**src/rtl/pwsd_pkg.sv**
```systemverilog
package pwsd_pkg;

  typedef enum logic [1:0] {
    SYM_ZERO = 2'd0,
    SYM_ONE  = 2'd1,
    SYM_POS  = 2'd2
  } sym_e;

  localparam int ENV_W_DEF    = 16;
  localparam int BAUD_LEN_DEF = 10;
  localparam int ALIGN_W_DEF  = 30;
  localparam int CLASS_W_DEF  = 8;

endpackage

```
**src/rtl/pwsd_align.sv**
```systemverilog
module pwsd_align #(
  parameter int ENV_W    = 16,
  parameter int BAUD_LEN = 10,
  parameter int ALIGN_W  = 30,
  parameter logic [ALIGN_W-1:0] ALIGN_MASK = 30'h303C0F03,
  parameter logic [ALIGN_W-1:0] ALIGN_VAL  = 30'h300C0300,
  localparam int POS_W   = $clog2(BAUD_LEN)
) (
  input  logic                    clk,
  input  logic                    rst,
  input  logic                    cyc_stb,
  input  logic signed [ENV_W-1:0] env_int,
  output logic [POS_W-1:0]        pos_q,
  output logic [POS_W-1:0]        pos_next,
  output logic                    bnd,
  output logic                    sync_evt
);

  localparam logic signed [ENV_W-1:0] ENV_MAX = {1'b0, {(ENV_W-1){1'b1}}};
  localparam logic signed [ENV_W-1:0] ENV_MIN = {1'b1, {(ENV_W-1){1'b0}}};
  localparam logic [POS_W-1:0]        LAST_POS = POS_W'(BAUD_LEN - 1);

  logic [ALIGN_W-1:0]        hist_q;
  logic [ALIGN_W-1:0]        hist_next;
  logic signed [ENV_W-1:0]   run_max_q, run_min_q;
  logic signed [ENV_W-1:0]   lat_max_q, lat_min_q;
  logic signed [ENV_W-1:0]   cur_max, cur_min;
  logic signed [ENV_W:0]     ext_sum;
  logic signed [ENV_W:0]     thr;
  logic signed [ENV_W:0]     env_ext;
  logic                      abit;
  logic                      hit;
  logic [POS_W-1:0]          pos_inc;

  // threshold from previous baud's integrated extremes
  assign ext_sum = $signed({lat_max_q[ENV_W-1], lat_max_q}) +
                   $signed({lat_min_q[ENV_W-1], lat_min_q});
  assign thr     = ext_sum >>> 1;
  assign env_ext = $signed({env_int[ENV_W-1], env_int});
  assign abit    = (env_ext >= thr);

  assign hist_next = {hist_q[ALIGN_W-2:0], abit};
  assign hit       = ((hist_next & ALIGN_MASK) == ALIGN_VAL);
  assign pos_inc   = (pos_q == LAST_POS) ? '0 : pos_q + POS_W'(1);
  assign pos_next  = hit ? '0 : pos_inc;
  assign bnd       = cyc_stb && (pos_next == '0);
  assign sync_evt  = cyc_stb && hit && (pos_inc != '0);

  assign cur_max = (env_int > run_max_q) ? env_int : run_max_q;
  assign cur_min = (env_int < run_min_q) ? env_int : run_min_q;

  always_ff @(posedge clk) begin
    if (rst) begin
      hist_q    <= '0;
      pos_q     <= '0;
      run_max_q <= ENV_MIN;
      run_min_q <= ENV_MAX;
      lat_max_q <= '0;
      lat_min_q <= '0;
    end else if (cyc_stb) begin
      hist_q <= hist_next;
      pos_q  <= pos_next;
      if (pos_next == '0) begin
        lat_max_q <= cur_max;
        lat_min_q <= cur_min;
        run_max_q <= ENV_MIN;
        run_min_q <= ENV_MAX;
      end else begin
        run_max_q <= cur_max;
        run_min_q <= cur_min;
      end
    end
  end

  // position never leaves the baud range
  a_r2_pos_in_range: assert property (@(posedge clk) disable iff (rst)
    pos_q <= LAST_POS);

  // position only moves on a strobe
  a_r2_pos_hold: assert property (@(posedge clk) disable iff (rst)
    !cyc_stb |=> $stable(pos_q));

  // a marker hit always lands on position 0
  a_r9_hit_aligns: assert property (@(posedge clk) disable iff (rst)
    (cyc_stb && hit) |=> (pos_q == '0));

endmodule

```
**src/rtl/pwsd_slicer.sv**
```systemverilog
module pwsd_slicer #(
  parameter int ENV_W    = 16,
  parameter int BAUD_LEN = 10,
  parameter int DATA_W   = 10,
  localparam int POS_W   = $clog2(BAUD_LEN)
) (
  input  logic                    clk,
  input  logic                    rst,
  input  logic                    cyc_stb,
  input  logic signed [ENV_W-1:0] env_raw,
  input  logic [POS_W-1:0]        pos_next,
  input  logic                    bnd,
  output logic [DATA_W-1:0]       data_next,
  output logic signed [ENV_W-1:0] slice_q
);

  localparam logic signed [ENV_W-1:0] ENV_MAX  = {1'b0, {(ENV_W-1){1'b1}}};
  localparam logic signed [ENV_W-1:0] ENV_MIN  = {1'b1, {(ENV_W-1){1'b0}}};
  localparam logic [POS_W-1:0]        POS_PK0  = POS_W'(1);
  localparam logic [POS_W-1:0]        POS_PK1  = POS_W'(2);
  localparam logic [POS_W-1:0]        POS_TRGH = POS_W'(BAUD_LEN - 1);

  logic [DATA_W-1:0]         data_q;
  logic signed [ENV_W-1:0]   emax_q, emin_q;
  logic signed [ENV_W-1:0]   fin_min;
  logic signed [ENV_W:0]     mid_sum;
  logic signed [ENV_W:0]     mid;
  logic                      dbit;

  assign dbit      = (env_raw >= slice_q);
  assign data_next = {data_q[DATA_W-2:0], dbit};
  assign fin_min   = (env_raw < emin_q) ? env_raw : emin_q;
  assign mid_sum   = $signed({emax_q[ENV_W-1], emax_q}) +
                     $signed({fin_min[ENV_W-1], fin_min});
  assign mid       = mid_sum >>> 1;

  always_ff @(posedge clk) begin
    if (rst) begin
      data_q  <= '0;
      slice_q <= '0;
      emax_q  <= ENV_MIN;
      emin_q  <= ENV_MAX;
    end else if (cyc_stb) begin
      data_q <= data_next;
      if (pos_next == '0) begin
        slice_q <= mid[ENV_W-1:0];
        emax_q  <= ENV_MIN;
        emin_q  <= ENV_MAX;
      end else if (pos_next == POS_PK0) begin
        emax_q <= env_raw;
      end else if (pos_next == POS_PK1) begin
        if (env_raw > emax_q) emax_q <= env_raw;
      end else if (pos_next == POS_TRGH) begin
        emin_q <= env_raw;
      end
    end
  end

  // slice level is only rewritten at a boundary strobe
  a_r4_slice_only_at_boundary: assert property (@(posedge clk) disable iff (rst)
    !bnd |=> $stable(slice_q));

endmodule

```
**src/rtl/pwsd_classify.sv**
```systemverilog
module pwsd_classify
  import pwsd_pkg::*;
#(
  parameter int CLASS_W = 8,
  parameter int ONE_RUN = 2,
  parameter int POS_RUN = 5,
  localparam int RUN_W  = $clog2(CLASS_W + 1)
) (
  input  logic [CLASS_W-1:0] pat,
  output sym_e               sym,
  output logic               bad
);

  logic [CLASS_W:0]   shape_hit;
  logic [RUN_W-1:0]   run;
  logic               any_hit;

  // one comparator per legal high-run length (thermometer shape)
  for (genvar g = 0; g <= CLASS_W; g++) begin : g_shape
    localparam logic [CLASS_W-1:0] SHAPE = ~({CLASS_W{1'b1}} >> g);
    assign shape_hit[g] = (pat == SHAPE);
  end

  always_comb begin
    run     = '0;
    any_hit = 1'b0;
    for (int i = 0; i <= CLASS_W; i++) begin
      if (shape_hit[i]) begin
        run     = RUN_W'(i);
        any_hit = 1'b1;
      end
    end
  end

  always_comb begin
    bad = !any_hit || (run == RUN_W'(CLASS_W));
    sym = SYM_ZERO;
    if (!bad) begin
      if (run >= RUN_W'(POS_RUN))      sym = SYM_POS;
      else if (run >= RUN_W'(ONE_RUN)) sym = SYM_ONE;
      else                             sym = SYM_ZERO;
    end
  end

  // an illegal shape always maps to ZERO
  always_comb begin
    a_r6_bad_is_zero: assert (!bad || sym == SYM_ZERO);
  end

endmodule

```
**src/rtl/pwsd_top.sv**
```systemverilog
module pwsd_top
  import pwsd_pkg::*;
#(
  parameter int ENV_W    = ENV_W_DEF,
  parameter int BAUD_LEN = BAUD_LEN_DEF,
  parameter int ALIGN_W  = ALIGN_W_DEF,
  parameter int CLASS_W  = CLASS_W_DEF,
  parameter logic [ALIGN_W-1:0] ALIGN_MASK = 30'h303C0F03,
  parameter logic [ALIGN_W-1:0] ALIGN_VAL  = 30'h300C0300
) (
  input  logic             clk,
  input  logic             rst,
  input  logic             cyc_stb,
  input  logic [ENV_W-1:0] env_raw,
  input  logic [ENV_W-1:0] env_int,
  input  logic             err_clr,
  output logic [1:0]       sym_code,
  output logic             sym_valid,
  output logic             baud_stb,
  output logic             dec_err,
  output logic             sync_err
);

  localparam int POS_W  = $clog2(BAUD_LEN);
  localparam int DATA_W = BAUD_LEN;

  logic [POS_W-1:0]        pos_q, pos_next;
  logic                    bnd, sync_evt;
  logic [DATA_W-1:0]       data_next;
  logic signed [ENV_W-1:0] slice_q;
  sym_e                    cls_sym;
  logic                    cls_bad;

  pwsd_align #(
    .ENV_W(ENV_W), .BAUD_LEN(BAUD_LEN), .ALIGN_W(ALIGN_W),
    .ALIGN_MASK(ALIGN_MASK), .ALIGN_VAL(ALIGN_VAL)
  ) u_align (
    .clk(clk), .rst(rst), .cyc_stb(cyc_stb),
    .env_int($signed(env_int)),
    .pos_q(pos_q), .pos_next(pos_next), .bnd(bnd), .sync_evt(sync_evt)
  );

  pwsd_slicer #(
    .ENV_W(ENV_W), .BAUD_LEN(BAUD_LEN), .DATA_W(DATA_W)
  ) u_slicer (
    .clk(clk), .rst(rst), .cyc_stb(cyc_stb),
    .env_raw($signed(env_raw)),
    .pos_next(pos_next), .bnd(bnd),
    .data_next(data_next), .slice_q(slice_q)
  );

  pwsd_classify #(
    .CLASS_W(CLASS_W)
  ) u_classify (
    .pat(data_next[CLASS_W-1:0]), .sym(cls_sym), .bad(cls_bad)
  );

  always_ff @(posedge clk) begin
    if (rst) begin
      sym_code  <= 2'd0;
      sym_valid <= 1'b0;
      baud_stb  <= 1'b0;
      dec_err   <= 1'b0;
      sync_err  <= 1'b0;
    end else begin
      sym_valid <= bnd;
      baud_stb  <= bnd;
      if (bnd) sym_code <= cls_sym;
      if (bnd && cls_bad) dec_err <= 1'b1;
      else if (err_clr)   dec_err <= 1'b0;
      if (sync_evt)       sync_err <= 1'b1;
      else if (err_clr)   sync_err <= 1'b0;
    end
  end

  // a symbol pulse only follows a strobe
  a_r2_valid_after_strobe: assert property (@(posedge clk) disable iff (rst)
    sym_valid |-> $past(cyc_stb));

  // only the three defined codes ever appear
  a_r5_code_legal: assert property (@(posedge clk) disable iff (rst)
    sym_valid |-> (sym_code != 2'd3));

  // decode error can only rise with a symbol
  a_r6_dec_rise_at_boundary: assert property (@(posedge clk) disable iff (rst)
    $rose(dec_err) |-> sym_valid);

  // sync error can only rise with a boundary pulse
  a_r9_sync_rise_at_boundary: assert property (@(posedge clk) disable iff (rst)
    $rose(sync_err) |-> baud_stb);

  // flags hold unless cleared
  a_r10_dec_sticky: assert property (@(posedge clk) disable iff (rst)
    ($past(dec_err) && !$past(err_clr)) |-> dec_err);

  a_r10_sync_sticky: assert property (@(posedge clk) disable iff (rst)
    ($past(sync_err) && !$past(err_clr)) |-> sync_err);

endmodule

```
**config.mk**
```make
export PLATFORM = sky130hd
export DESIGN_NAME = pwsd_top
export DESIGN_NICKNAME = d
export VERILOG_FILES = /design/src/rtl/pwsd_pkg.sv /design/src/rtl/pwsd_align.sv /design/src/rtl/pwsd_slicer.sv /design/src/rtl/pwsd_classify.sv /design/src/rtl/pwsd_top.sv
export SDC_FILE = /design/constraint.sdc
export NUM_CORES = 1
export LEC_CHECK = 0
export ABC_AREA = 1
export BUFFER_PORTS_ARGS = -buffer_cell sky130_fd_sc_hd__buf_2
export CAP_MARGIN = 10
export CORE_ASPECT_RATIO = 0.6
export CORE_MARGIN = 4
export CORE_UTILIZATION = 45
export CTS_CLUSTER_DIAMETER = 30
export DETAILED_ROUTE_END_ITERATION = 7
export GPL_TIMING_DRIVEN = 1
export SLEW_MARGIN = 20
export SYNTH_ARGS = -nofsm -noshare
export SYNTH_HDL_FRONTEND = slang
export SYNTH_SLANG_ARGS = --single-unit
```
**constraint.sdc**
```tcl
create_clock -name clk -period 5.92 [get_ports clk]
set_input_delay 0.888 -clock clk [delete_from_list [all_inputs] [get_ports clk]]
set_output_delay 0.888 -clock clk [all_outputs]
set_load 0.05 [all_outputs]
```
==> results.toml <==
[run_status]
status = "finished clean"

[critical_path]
worst_setup_path_end_kind = "flip-flop"
crit_family = "simple AND/OR/NAND/NOR gates"
reg2reg_from = "u_align.lat_min_q[2]"
critPathMaxFanout = 22
start_kind = "flip-flop"
arrival_ps = 5540
critPathMaxStageDelay_ps = 450
cp_num_buf_inv = 1
cpMaxStageDelayCell = "nand4_2"
cp-startpoint = "u_align.lat_min_q[2]"
reg2reg_slack_ps = 740
path_class = "flip-flop to flip-flop"
worstPathRequired_ps = 6270
crit_top_cell = "nand2_1"

[drt]
num_vias = 9475
post_drt_wl_per_cell_um = 16.4
drt-pass1-iter-count = 5
viasPerCell = 5.30
drc = 0
wirelength_um = 29300
ant_nets = 0
drt_iter0_drc = 761

[global_routing]
first_global_vias = 8546
grt_max_degree = 59
grt_pass1_wl_um = 47400
grtUsageTotal_pct = 23.4
grt-ovfl-total = 0
antenna_found_initial = 0

[floorplanning]
core_area_sq_um = 22200
dieArea_sq_um = 25300
fp-row-count = 42
io_pins = 42
die_h_um = 125
initial_core_util_pct = 46.1
die_x_um = 203

[clocking]
cts_tree = "done"
cts_buffer_depth = 2
post_cts_buffers = 0
clock-sinks = 157
cts_resized = 0
root_buffer = "clkbuf_16"
h-tree-depth = 4
clk_pin_slew_ps = 60
clk_latency_ps = 440
hold_buffers = 0
cts_buffers = 17

[yosys]
synth_nets = 1619
ys_types = 51
yosysSeqAreaShare_pct = 30.7
ys_warn_count = 0
synth_area_sq_um = 10200
synth_area_per_cell_sq_um = 7.03
ys_ff_latch = 157
syn_inst = 1455

[sta]
period_share_pct = 87.6
fin_ws_ps = 736
worst_pin_slew_ps = 922
max-slew-margin-rel_pct = 38.5
whs_ps = 451
fin_worst_skew_ps = 12.7
maxSlewViolCount = 0
rsz0062_at_grt = "no"
period_needed_ps = 5180
setup_viol = 0
fmax_mhz = 193
finalSetupTns_ps = 0
final-hold-violation-count = 0

[finish]
finalNetCount = 1630
drive_gt1_share_pct = 8.18
final_common_cell = "nand2_1"
syn2layout_area_growth_pct = 9.62
n_antenna_cell = 0
finalCoreUtilization_pct = 50.6
final_cell_mix = "nand2_1 (361), inv_1 (163), dfxtp_1 (157), ha_1 (126), nor2_1 (119)"
stdcell_count = 1787
design_area_sq_um = 11200

[power_and_ir_drop]
powerDensity_nw_per_um2 = 292
leakagePower_nw = 5.44
irDropWorstVdd_mv = 0.211
p_total_mw = 3.28

[placement]
dp_hpwl_um = 21900
pre_cts_ws_ps = 753
gp_congestion = 0.921
dp_cells = 1755
port_buffers = 41
placed_cell_area_sq_um = 10600

[run]
cap_violations = 0

[hold_path]
min_path_type = "flip-flop to flip-flop"
hold_start = "u_align.lat_min_q[13]"
[tightest hold or removal path, delay by kind of cell (launching register included)]
family / cells / cell delay (ps)
AND/OR/NAND/NOR: 2 / 100
flip-flops: 1 / 310
[where the power goes]
part	internal (mW)	switching, mW	total [mW]
sequential	1.14	0.0544	1.19
combinational	0.315	0.615	0.930
clock	0.686	0.466	1.15
total	2.14	1.13	3.28
[cell type report]
type                       instances  area [sq um]
clock inverter                    10           138
timing repair buffer              50           275
sequential                       157          3140
tap                              308           385
fill                            2232         11000
multi-input combinational       1072          6180
clock buffer                      22           464
inverter                         168           633
[final timing paths]
| path | end | cells after the start |
|---|---|---|
| worst max-delay path | u_align.lat_min_q[4] | 25 |
| worst min-delay path | u_align.lat_min_q[13] | 2 |
| worst max register to register | u_align.lat_min_q[4] | 25 |
| worst min register to register | u_align.lat_min_q[13] | 2 |
[registers in the layout (all words and copies together) (netlist names), 2 cells and up]
register	cells
u_align.run_max_q	16
sym_code	2
u_slicer.slice_q	16
u_align.pos_q	4
u_align.lat_min_q	16
u_slicer.data_q	7
u_align.run_min_q	16
u_align.lat_max_q	16
u_align.hist_q	29
u_slicer.emin_q	16
u_slicer.emax_q	16
[synth_stat cells (all sizes together)]
master | instances | area share, %
or2 | 14 | 0.86
nor4b | 1 | 0.15
o22ai | 9 | 0.86
clkinv | 1 | 0.037
o31ai | 1 | 0.073
nor2 | 120 | 4.6
a21oi | 112 | 5.5
o211ai | 17 | 1.2
xnor2 | 9 | 0.77
a221oi | 2 | 0.17
buf | 19 | 1.3
or4 | 1 | 0.073
nand3 | 83 | 4.2
nor3 | 13 | 0.64
o221a | 1 | 0.11
a21o | 2 | 0.15
o21ai | 123 | 6.2
nand3b | 4 | 0.29
xor2 | 12 | 1.0
o21a | 3 | 0.22
nor3b | 1 | 0.073
a31oi | 2 | 0.12
nand4 | 32 | 2.0
o2111ai | 1 | 0.086
fa | 2 | 0.39
dfxtp | 157 | 31
o21bai | 4 | 0.29
ha | 126 | 15
o311ai | 1 | 0.16
nand2 | 365 | 14
nor4 | 4 | 0.31
inv | 167 | 6.2
a211oi | 4 | 0.29
clkbuf | 39 | 1.4
o221ai | 2 | 0.17
a21boi | 1 | 0.073
[routing by layer]
metal | wire length, um | vias up | track usage, % | part of all wire [%]
met5 | 0 | - | 0 | 0
met4 | 274 | 0 | 4.39 | 0.93
met3 | 2200 | 22 | 4.76 | 7.5
met2 | 11100 | 287 | 31.3 | 38
met1 | 15800 | 4319 | 38.1 | 54
li1 | - | 4847 | - | -
[kinds of logic after synthesis]
family          synth area share (%)
compound gates                  15.7
fa+ha+maj                       15.8
simple gates                    27.0
xor+xnor                        1.80
buf+inv                         8.90
flops                           30.7
No activity file was read; power rests on OpenSTA's default activity.
